--- config.mk ---
export PLATFORM = sky130hd
export DESIGN_NAME = keypad_scanner
export DESIGN_NICKNAME = d
export VERILOG_FILES = /design/src/rtl/keypad_scan_pkg.sv /design/src/rtl/kp_column_driver.sv /design/src/rtl/kp_row_encoder.sv /design/src/rtl/kp_debounce_timer.sv /design/src/rtl/keypad_scanner.sv
export SDC_FILE = /design/constraint.sdc
export NUM_CORES = 1
export LEC_CHECK = 0
export ABC_AREA = 0
export BUFFER_PORTS_ARGS = -buffer_cell sky130_fd_sc_hd__buf_2
export CORE_ASPECT_RATIO = 0.9
export CORE_MARGIN = 2
export CORE_UTILIZATION = 35
export CTS_BUF_LIST = sky130_fd_sc_hd__clkbuf_8
export CTS_CLUSTER_SIZE = 10
export DETAILED_ROUTE_END_ITERATION = 10
export HOLD_SLACK_MARGIN = 0.03
export PLACE_DENSITY = 0.53
export RECOVER_POWER = 100
export SLEW_MARGIN = 15
export SYNTH_ARGS = -nofsm -noshare
export SYNTH_HDL_FRONTEND = slang
export SYNTH_SLANG_ARGS = --single-unit
--- constraint.sdc ---
create_clock -name clk -period 2.15 [get_ports clk]
set_clock_uncertainty 0.05 [all_clocks]
set_input_delay 0.215 -clock clk [delete_from_list [all_inputs] [get_ports clk]]
set_output_delay 0.215 -clock clk [all_outputs]
set_load 0.01 [all_outputs]
--- src/rtl/keypad_scan_pkg.sv ---
package keypad_scan_pkg;
    typedef enum logic [2:0] {
        ST_REL_SCAN,
        ST_REL_WAIT,
        ST_REL_CHK,
        ST_PRS_SCAN,
        ST_PRS_WAIT,
        ST_PRS_CHK,
        ST_REPORT
    } scan_state_e;
endpackage

--- src/rtl/kp_column_driver.sv ---
module kp_column_driver #(
    parameter int COLS             = 4,
    parameter int SCAN_TICK_CYCLES = 1000,
    localparam int CW = (COLS > 1) ? $clog2(COLS) : 1,
    localparam int TW = (SCAN_TICK_CYCLES > 1) ? $clog2(SCAN_TICK_CYCLES) : 1
) (
    input  logic          clk,
    input  logic          rst_n,
    output logic          tick_o,
    output logic [CW-1:0] col_idx_o,
    output logic [COLS-1:0] col_n_o
);
    logic [TW-1:0] tick_cnt_d, tick_cnt_q;
    logic [CW-1:0] col_idx_d, col_idx_q;

    assign tick_o = (tick_cnt_q == TW'(SCAN_TICK_CYCLES - 1));

    always_comb begin
        tick_cnt_d = tick_o ? '0 : tick_cnt_q + 1'b1;
        col_idx_d  = col_idx_q;
        if (tick_o) begin
            col_idx_d = (col_idx_q == CW'(COLS - 1)) ? '0 : col_idx_q + 1'b1;
        end
    end

    always_ff @(posedge clk or negedge rst_n) begin
        if (!rst_n) begin
            tick_cnt_q <= '0;
            col_idx_q  <= '0;
        end else begin
            tick_cnt_q <= tick_cnt_d;
            col_idx_q  <= col_idx_d;
        end
    end

    assign col_idx_o = col_idx_q;

    for (genvar g = 0; g < COLS; g++) begin : g_col
        assign col_n_o[g] = (col_idx_q != CW'(g));
    end
endmodule

--- src/rtl/kp_row_encoder.sv ---
module kp_row_encoder #(
    parameter int ROWS = 4,
    localparam int RW = (ROWS > 1) ? $clog2(ROWS) : 1
) (
    input  logic [ROWS-1:0] row_n_i,
    output logic            hit_o,
    output logic [RW-1:0]   row_idx_o
);
    always_comb begin
        hit_o     = 1'b0;
        row_idx_o = '0;
        for (int i = ROWS - 1; i >= 0; i--) begin
            if (!row_n_i[i]) begin
                hit_o     = 1'b1;
                row_idx_o = RW'(i);
            end
        end
    end
endmodule

--- src/rtl/kp_debounce_timer.sv ---
module kp_debounce_timer #(
    parameter int DEBOUNCE_CYCLES = 2_000_000,
    localparam int DW = $clog2(DEBOUNCE_CYCLES + 1)
) (
    input  logic clk,
    input  logic rst_n,
    input  logic run_i,
    output logic done_o
);
    logic [DW-1:0] cnt_d, cnt_q;

    assign done_o = run_i && (cnt_q == DW'(DEBOUNCE_CYCLES - 1));

    always_comb begin
        if (!run_i)      cnt_d = '0;
        else if (done_o) cnt_d = cnt_q;
        else             cnt_d = cnt_q + 1'b1;
    end

    always_ff @(posedge clk or negedge rst_n) begin
        if (!rst_n) cnt_q <= '0;
        else        cnt_q <= cnt_d;
    end
endmodule

--- src/rtl/keypad_scanner.sv ---
module keypad_scanner #(
    parameter int ROWS             = 4,
    parameter int COLS             = 4,
    parameter int SCAN_TICK_CYCLES = 1000,
    parameter int DEBOUNCE_CYCLES  = 2_000_000,
    localparam int RW  = (ROWS > 1) ? $clog2(ROWS) : 1,
    localparam int CW  = (COLS > 1) ? $clog2(COLS) : 1,
    localparam int KW  = $clog2(ROWS * COLS),
    localparam int CLW = $clog2(COLS + 1)
) (
    input  logic            clk,
    input  logic            rst_n,
    input  logic [ROWS-1:0] row_n_i,
    output logic [COLS-1:0] col_n_o,
    output logic [KW-1:0]   key_code_o,
    output logic            key_valid_o
);
    import keypad_scan_pkg::*;

    typedef struct packed {
        scan_state_e    state;
        logic [CLW-1:0] clean;
        logic [KW-1:0]  code;
    } scan_regs_t;

    scan_regs_t r_d, r_q;

    logic          tick;
    logic [CW-1:0] col_idx;
    logic          hit;
    logic [RW-1:0] row_idx;
    logic          db_run, db_done;
    logic          sweep_clean;

    kp_column_driver #(.COLS(COLS), .SCAN_TICK_CYCLES(SCAN_TICK_CYCLES)) u_cols (
        .clk(clk), .rst_n(rst_n), .tick_o(tick), .col_idx_o(col_idx), .col_n_o(col_n_o)
    );

    kp_row_encoder #(.ROWS(ROWS)) u_rows (
        .row_n_i(row_n_i), .hit_o(hit), .row_idx_o(row_idx)
    );

    assign db_run = (r_q.state == ST_REL_WAIT) || (r_q.state == ST_PRS_WAIT);

    kp_debounce_timer #(.DEBOUNCE_CYCLES(DEBOUNCE_CYCLES)) u_db (
        .clk(clk), .rst_n(rst_n), .run_i(db_run), .done_o(db_done)
    );

    // a full sweep without any closure ends on this tick
    assign sweep_clean = (r_q.clean == CLW'(COLS - 1));

    always_comb begin
        r_d = r_q;
        case (r_q.state)
            ST_REL_SCAN: if (tick) begin
                if (hit) r_d.clean = '0;
                else if (sweep_clean) begin
                    r_d.state = ST_REL_WAIT;
                    r_d.clean = '0;
                end else r_d.clean = r_q.clean + 1'b1;
            end
            ST_REL_WAIT: if (db_done) begin
                r_d.state = ST_REL_CHK;
                r_d.clean = '0;
            end
            ST_REL_CHK: if (tick) begin
                if (hit) begin
                    r_d.state = ST_REL_SCAN;
                    r_d.clean = '0;
                end else if (sweep_clean) begin
                    r_d.state = ST_PRS_SCAN;
                    r_d.clean = '0;
                end else r_d.clean = r_q.clean + 1'b1;
            end
            ST_PRS_SCAN: if (tick && hit) r_d.state = ST_PRS_WAIT;
            ST_PRS_WAIT: if (db_done) begin
                r_d.state = ST_PRS_CHK;
                r_d.clean = '0;
            end
            ST_PRS_CHK: if (tick) begin
                if (hit) begin
                    r_d.state = ST_REPORT;
                    r_d.code  = KW'(row_idx) * KW'(COLS) + KW'(col_idx);
                end else if (sweep_clean) begin
                    r_d.state = ST_PRS_SCAN;
                    r_d.clean = '0;
                end else r_d.clean = r_q.clean + 1'b1;
            end
            ST_REPORT: begin
                r_d.state = ST_REL_SCAN;
                r_d.clean = '0;
            end
            default: begin
                r_d.state = ST_REL_SCAN;
                r_d.clean = '0;
            end
        endcase
    end

    always_ff @(posedge clk or negedge rst_n) begin
        if (!rst_n) begin
            r_q.state <= ST_REL_SCAN;
            r_q.clean <= '0;
            r_q.code  <= '0;
        end else begin
            r_q <= r_d;
        end
    end

    assign key_valid_o = (r_q.state == ST_REPORT);
    assign key_code_o  = r_q.code;
endmodule

==> impl_metrics.yaml, run 1 <==
status:
  status: "complete, no violations"
global_routing:
  grt_pass1_vias: 1706
  grt.total_usage_pct: 13.6
  grt_pass1_wl_mm: 8.14
  gr-total-overflow: 0
  grt_max_degree: 44
  antenna_found_initial: 0
drt:
  wire_per_inst_um: 12.1
  num_vias: 1813
  viasPerCell: 4.85
  ant_nets: 0
  route.detailed.drc: 0
  first_iter_violations: 129
  drt-total-wl_mm: 4.54
  first_pass_iters: 4
floorplan:
  fp-row-count: 28
  ios: 15
  dieArea_um2: 7490
  die_w_um: 91.0
  die_y_um: 82.3
  start_util_pct: 36.2
  core-area_um2: 6590
setup_path:
  critical-path-top-delay-family: "simple AND/OR/NAND/NOR gates"
  r2r-start: "u_db.cnt_q[14]$_DFFE_PN0P_"
  worstPathRequired_ns: 2.28
  slowest_stage: "or4b_4"
  crit_fanout: 3
  critPathKind: "reg2reg"
  worstPathArrival_ns: 2.23
  max_stage_delay_ns: 0.55
  endpoint_kind: "register"
  r2r_cells: 5
  reg2reg_to: "r_q[5]$_DFFE_PN0P_"
  rrSetupSlack_ns: 0.05
  path_buf_inv: 0
  start_kind: "register"
  path_cells: "or4b_4 -> nor4_4 -> a31oi_1 -> a21oi_2 -> mux2_4"
final_layout:
  drive_gt1_share_pct: 13.7
  fin_nets: 296
  diodes: 0
  fill_cells: 708
  fin_area_um2: 2700
  area_growth_pct: 13.2
timing:
  setup_violations: 0
  tightest_slew_ns: 1.09
  post-route-period-util_pct: 97.5
  timing.fmax_mhz: 477
  hold_viol_final: 0
  slew_viol_final: 0
  rsz0062_at_grt: "yes"
  maxSlewHeadroom_pct: 27.5
  post-route-min-period_ns: 2.10
yosys:
  yosysUniqueCellTypes: 45
  mappedNetlistNets: 271
  yosys_register_bits: 43
  synth.largest_area_cell: "dfrtp_1"
  synth_area_um2: 2380
  yosysTopAreaCellShare_pct: 45.1
  syn_avg_cell_area_um2: 9.24
  ys_top_cells_by_area: "dfrtp_1, nor2_1, xnor2_1, nand2_1, ha_1"
  yosysWarnings: 0
  synth_enable_flop_cells: 0
  ys_seq_area_share_pct: 45.1
  synth_flop_cell: "dfrtp_1"
  synthCells: 258
  async_flop_share_pct: 100
place:
  post_dp_cell_area_um2: 2620
  gp_congestion: 0.723
  portBuffers: 14
  hpwl_mm: 3.16
worst_hold_path:
  hp-start: "row_n_i[1]"
  hold_path_class: "in2reg"
  hold_path_end: "key_code_o[2]$_DFFE_PN0P_"
  hold_depth: 2
power_and_ir_drop:
  total_power_uw: 1330
  p_per_area_nw_per_um2: 491
  peakVddDrop_uv: 218
  leakage_uw: 0.00116
clock_tree:
  cts_sinks: 43
  clkTransAtPathRegs_ns: 0.08
  numCtsBuffers: 5
  clock_path_buffers: 2
  cts_tree: "done"
  clk_latency_ns: 0.29
  cts_max_level: 2
  cts-root-buf: "clkbuf_8"
job:
  drv_cap: 0
==> synthesized netlist by cell type (all sizes together) (2+ instances only) <==
library cell	count
buf	8
and2	4
nand4	6
clkbuf	7
a211oi	2
or3	6
nand2	24
nor2b	6
and3	4
mux2	4
o21ai	11
ha	7
xor2	10
a21oi	16
dfrtp	43
a31oi	3
nand3	15
xnor2	11
nand3b	3
inv	10
o41ai	2
and4	4
nand2b	3
nor3	6
nor4	2
nor2	29
==> power breakdown <==
| group | switching (µW) | leakage (µW) | internal, µW | total [µW] |
|---|---|---|---|---|
| clock | 270 | 0.0000505 | 219 | 488 |
| sequential | 0.0000187 | 0.000587 | 808 | 808 |
| combinational | 21.5 | 0.000523 | 7.63 | 29.1 |
==> routing by layer <==
metal	wire [µm]	track usage, %
met1	2420	19.7
met2	1950	20.1
met3	131	3.54
met4	47	3.64
met5	0	0
==> cells by family (layout without fill, tap and decap cells) <==
| group | after synthesis | in the layout | share of synthesized area [%] |
|---|---|---|---|
| adders and majority gates | 7 | 7 | 3.67 |
| DFF | 43 | 43 | 45.1 |
| buffers and inverters | 25 | 51 | 4.98 |
| xor gates and xnor gates | 21 | 21 | 7.71 |
| and+or+nand+nor | 116 | 116 | 25.6 |
| AOI/OAI and AO/OA | 41 | 41 | 10.6 |
| muxes | 5 | 5 | 2.31 |
==> timing repair <==
action / in CTS / in global routing
endpoints found under the hold margin: 43 / 0
setup buffers: 0 / 1
setup endpoints to repair: 2 / 3
pin swaps: 1 / 2
gates resized for setup: 0 / 2
hold buffers: 1 / 0
==> sequential cells by signal, summed over array words and instances (netlist names) <==
name               count
key_code_o             4
r_q                    6
u_cols.col_idx_o       2
u_cols.tick_cnt_q     10
u_db.cnt_q            21
==> metrics by stage <==
| stage | instances | util [%] | setup TNS (ns) | setup WS [ns] | hold WS [ns] |
|---|---|---|---|---|---|
| after floorplan | 258 | - | 0 | 0.0757 | -0.131 |
| after global placement | 364 | 39.8 | 0 | 0.0373 | 0.278 |
| after detailed placement | 364 | 39.8 | 0 | 0.00925 | 0.285 |
| after CTS | 373 | 41.1 | 0 | 0.000210 | 0.0605 |
| after global routing | 374 | 41.0 | -0.0786 | -0.0287 | 0.0622 |
| final | 374 | 41.0 | 0 | 0.0533 | 0.0644 |
==> how the worst max path moves through the flow <==
stage,cells past startpoint,end,from,slack (ns)
6_report,5,r_q[5]$_DFFE_PN0P_,u_db.cnt_q[14]$_DFFE_PN0P_,0.05
4_1_cts,5,r_q[5]$_DFFE_PN0P_,u_db.cnt_q[16]$_DFFE_PN0P_,0.0002
5_1_grt,5,r_q[5]$_DFFE_PN0P_,u_db.cnt_q[14]$_DFFE_PN0P_,-0.03
2_1_floorplan,5,r_q[4]$_DFFE_PN0P_,u_db.cnt_q[13]$_DFFE_PN0P_,0.08
3_5_place_dp,5,r_q[5]$_DFFE_PN0P_,u_db.cnt_q[14]$_DFFE_PN0P_,0.009
3_3_place_gp,5,r_q[5]$_DFFE_PN0P_,u_db.cnt_q[14]$_DFFE_PN0P_,0.04
==> placed cells by master, fill, tap and decap left out, types with 2 or more instances in the layout <==
cell      count
nand4_1       6
nand3b_1      3
ha_1          7
nor2_1       29
clkbuf_8      5
and4_1        3
or3_1         6
dfrtp_1      43
a21oi_1      15
and3_1        3
mux2_4        2
a211oi_1      2
clkbuf_1     10
buf_2         5
and2_1        4
nand2_1      24
nor2b_1       6
clkbuf_2      2
nand3_1      15
xnor2_1      11
o21ai_0      11
inv_1        12
o41ai_1       2
buf_4        15
xor2_1       10
nor3_1        6
nand2b_1      3
mux2_2        2
a31oi_1       3
==> final cells by class <==
class                           count  area (µm²)  area share, %
Multi-Input combinational cell    190        1200           44.3
Sequential cell                    43        1080           39.9
Timing Repair Buffer               33         195           7.23
Tap cell                           90         113           4.17
Clock buffer                        5        68.8           2.55
Inverter                           10        37.5           1.39
Clock inverter                      3        12.5          0.463
Note: power is estimated with default switching activity, not from simulation.
==> inputs of run 2 (changes only) <==
PLACE_DENSITY = not set   (was 0.53)
PLACE_DENSITY_LB_ADDON = 0.12   (was not set)
==> impl_metrics.yaml, run 2 (same netlist as run 1, synthesis figures left out) <==
floorplan:
  die_w_um: 91.0
  core-area_um2: 6590
  die_y_um: 82.3
  ios: 15
  dieArea_um2: 7490
  fp-row-count: 28
  start_util_pct: 36.2
setup_path:
  start_kind: "register"
  crit_start: "u_db.cnt_q[16]$_DFFE_PN0P_"
  path_buf_inv: 0
  crit_fanout: 3
  path_cells: "or4_4 -> nor4_4 -> a31oi_1 -> a21oi_4 -> mux2_4"
  crit_end: "r_q[5]$_DFFE_PN0P_"
  cp.depth: 5
  worstPathArrival_ns: 2.27
  reg2reg_to: "r_q[5]$_DFFE_PN0P_"
  critical-path-top-delay-family: "simple AND/OR/NAND/NOR gates"
  r2r-start: "u_db.cnt_q[16]$_DFFE_PN0P_"
  slowest_stage: "or4_4"
  critPathKind: "reg2reg"
  rrSetupSlack_ns: 0.01
  worstPathRequired_ns: 2.28
  r2r_cells: 5
  max_stage_delay_ns: 0.55
  endpoint_kind: "register"
status:
  status: "complete, no violations"
global_routing:
  grt_max_degree: 28
  gr-total-overflow: 0
  grt_pass1_vias: 1682
  grt_pass1_wl_mm: 7.95
  grt.total_usage_pct: 13.1
  antenna_found_initial: 0
timing:
  maxSlewHeadroom_pct: 37.4
  rsz0062_at_grt: "yes"
  post-route-period-util_pct: 99.5
  setup_violations: 0
  whs_ns: 0.0783
  tightest_slew_ns: 0.940
  slew_viol_final: 0
  post-route-min-period_ns: 2.14
  hold_viol_final: 0
  timing.fmax_mhz: 467
final_layout:
  fin_nets: 296
  largest-register: "u_db.cnt_q"
  drive_gt1_share_pct: 14.1
  diodes: 0
  postLayoutCoreUtil_pct: 41.3
  layout_commonest_cell: "dfrtp_1"
  final_cell_mix: "dfrtp_1, nor2_1, nand2_1"
  largest_reg_flops: 21
  area_growth_pct: 14.0
  reg_top3: "u_db.cnt_q: 21 flops, u_cols.tick_cnt_q: 10 flops, r_q: 6 flops"
  instances_no_fill: 373
job:
  drv_cap: 0
drt:
  viasPerCell: 4.79
  first_pass_iters: 4
  num_vias: 1785
  ant_nets: 0
  wire_per_inst_um: 12.1
  route.detailed.drc: 0
  first_iter_violations: 68
  drt-total-wl_mm: 4.50
place:
  hpwl_mm: 3.25
  gp_congestion: 0.791
  portBuffers: 14
  dp_cells: 365
clock_tree:
  clkTransAtPathRegs_ns: 0.08
  numCtsBuffers: 5
  cts_sinks: 43
  clock_path_buffers: 2
  post-cts-setup-buffer-count: 0
  cts_tree: "done"
  cts-root-buf: "clkbuf_8"
  clk_latency_ns: 0.29
  cts_max_level: 2
power_and_ir_drop:
  total_power_uw: 1350
  swShare_pct: 21.1
  p_per_area_nw_per_um2: 498
  peakVddDrop_uv: 293
  seq_power_share_pct: 59.7
  p_int_uw: 1070
  leakage_uw: 0.00115
  p_sw_uw: 285
  combPwrFrac_pct: 2.1
  p_clk_share_pct: 38.1
worst_hold_path:
  hold_path_class: "in2reg"
-- run 2: cell count changes in the layout (fill, tap and decap cells not counted) --
cell | before | now
clkbuf_8 | 5 | 6
or4_4 | 0 | 1
clkbuf_1 | 10 | 12
or4_1 | 1 | 0
a21oi_4 | 0 | 1
nand3_2 | 0 | 1
clkbuf_2 | 2 | 1
nand3_1 | 15 | 14
buf_4 | 15 | 14
a21oi_2 | 1 | 0
inv_1 | 12 | 10
-- run 2: how the worst min path moves through the flow --
stage,from,to,slack (ns),cells past startpoint
6_report,row_n_i[1],key_code_o[2]$_DFFE_PN0P_,0.08,2
5_1_grt,row_n_i[1],key_code_o[2]$_DFFE_PN0P_,0.09,2
4_1_cts,row_n_i[1],key_code_o[2]$_DFFE_PN0P_,0.06,2
3_5_place_dp,rst_n,r_q[6]$_DFFE_PN0P_,0.11,1
3_3_place_gp,rst_n,r_q[6]$_DFFE_PN0P_,0.11,1
2_1_floorplan,rst_n,key_code_o[0]$_DFFE_PN0P_,-0.13,0
-- run 2: final cells by class --
| cell class | count | area [µm²] |
|---|---|---|
| Fill cell | 690 | 3870 |
| Clock buffer | 6 | 82.6 |
| Multi-Input combinational cell | 190 | 1210 |
| Clock inverter | 1 | 5.00 |
| Sequential cell | 43 | 1080 |
| Inverter | 10 | 37.5 |
| Timing Repair Buffer | 33 | 190 |
| Tap cell | 90 | 113 |
-- run 2: stage by stage --
stage	instance area [µm²]	TNS (ns)	setup WS (ns)
CTS	2720	0	0.00101
global placement	2630	0	0.00877
finish	2720	0	0.0107
global route	2720	-0.301	-0.0796
floorplan	2380	0	0.0757
detailed placement	2630	0	0.00558
-- run 2: timing repair --
action                                  4_1_cts  5_1_grt
resized for setup                             0        5
endpoints found under the setup margin        0        4
endpoints found under the hold margin        16        0
hold buffers                                  1        0
-- run 2: power by group through the flow --
stage                     clock network (µW)  logic, µW  registers [µW]
after global routing                     571       36.1             808
after global placement                     0       30.2             824
final                                    516       29.1             808
after detailed placement                   0       30.2             824
after floorplan                            0       4.06             824
after CTS                                539       31.7             808
-- run 2: per-layer routing --
layer / routed length [µm] / up-vias / track usage, %
met4: 49 / 0 / 4.09
met2: 1800 / 9 / 18.5
met1: 2560 / 832 / 19.8
met3: 87 / 4 / 2.90
li1: - / 940 / -
met5: 0 / - / 0
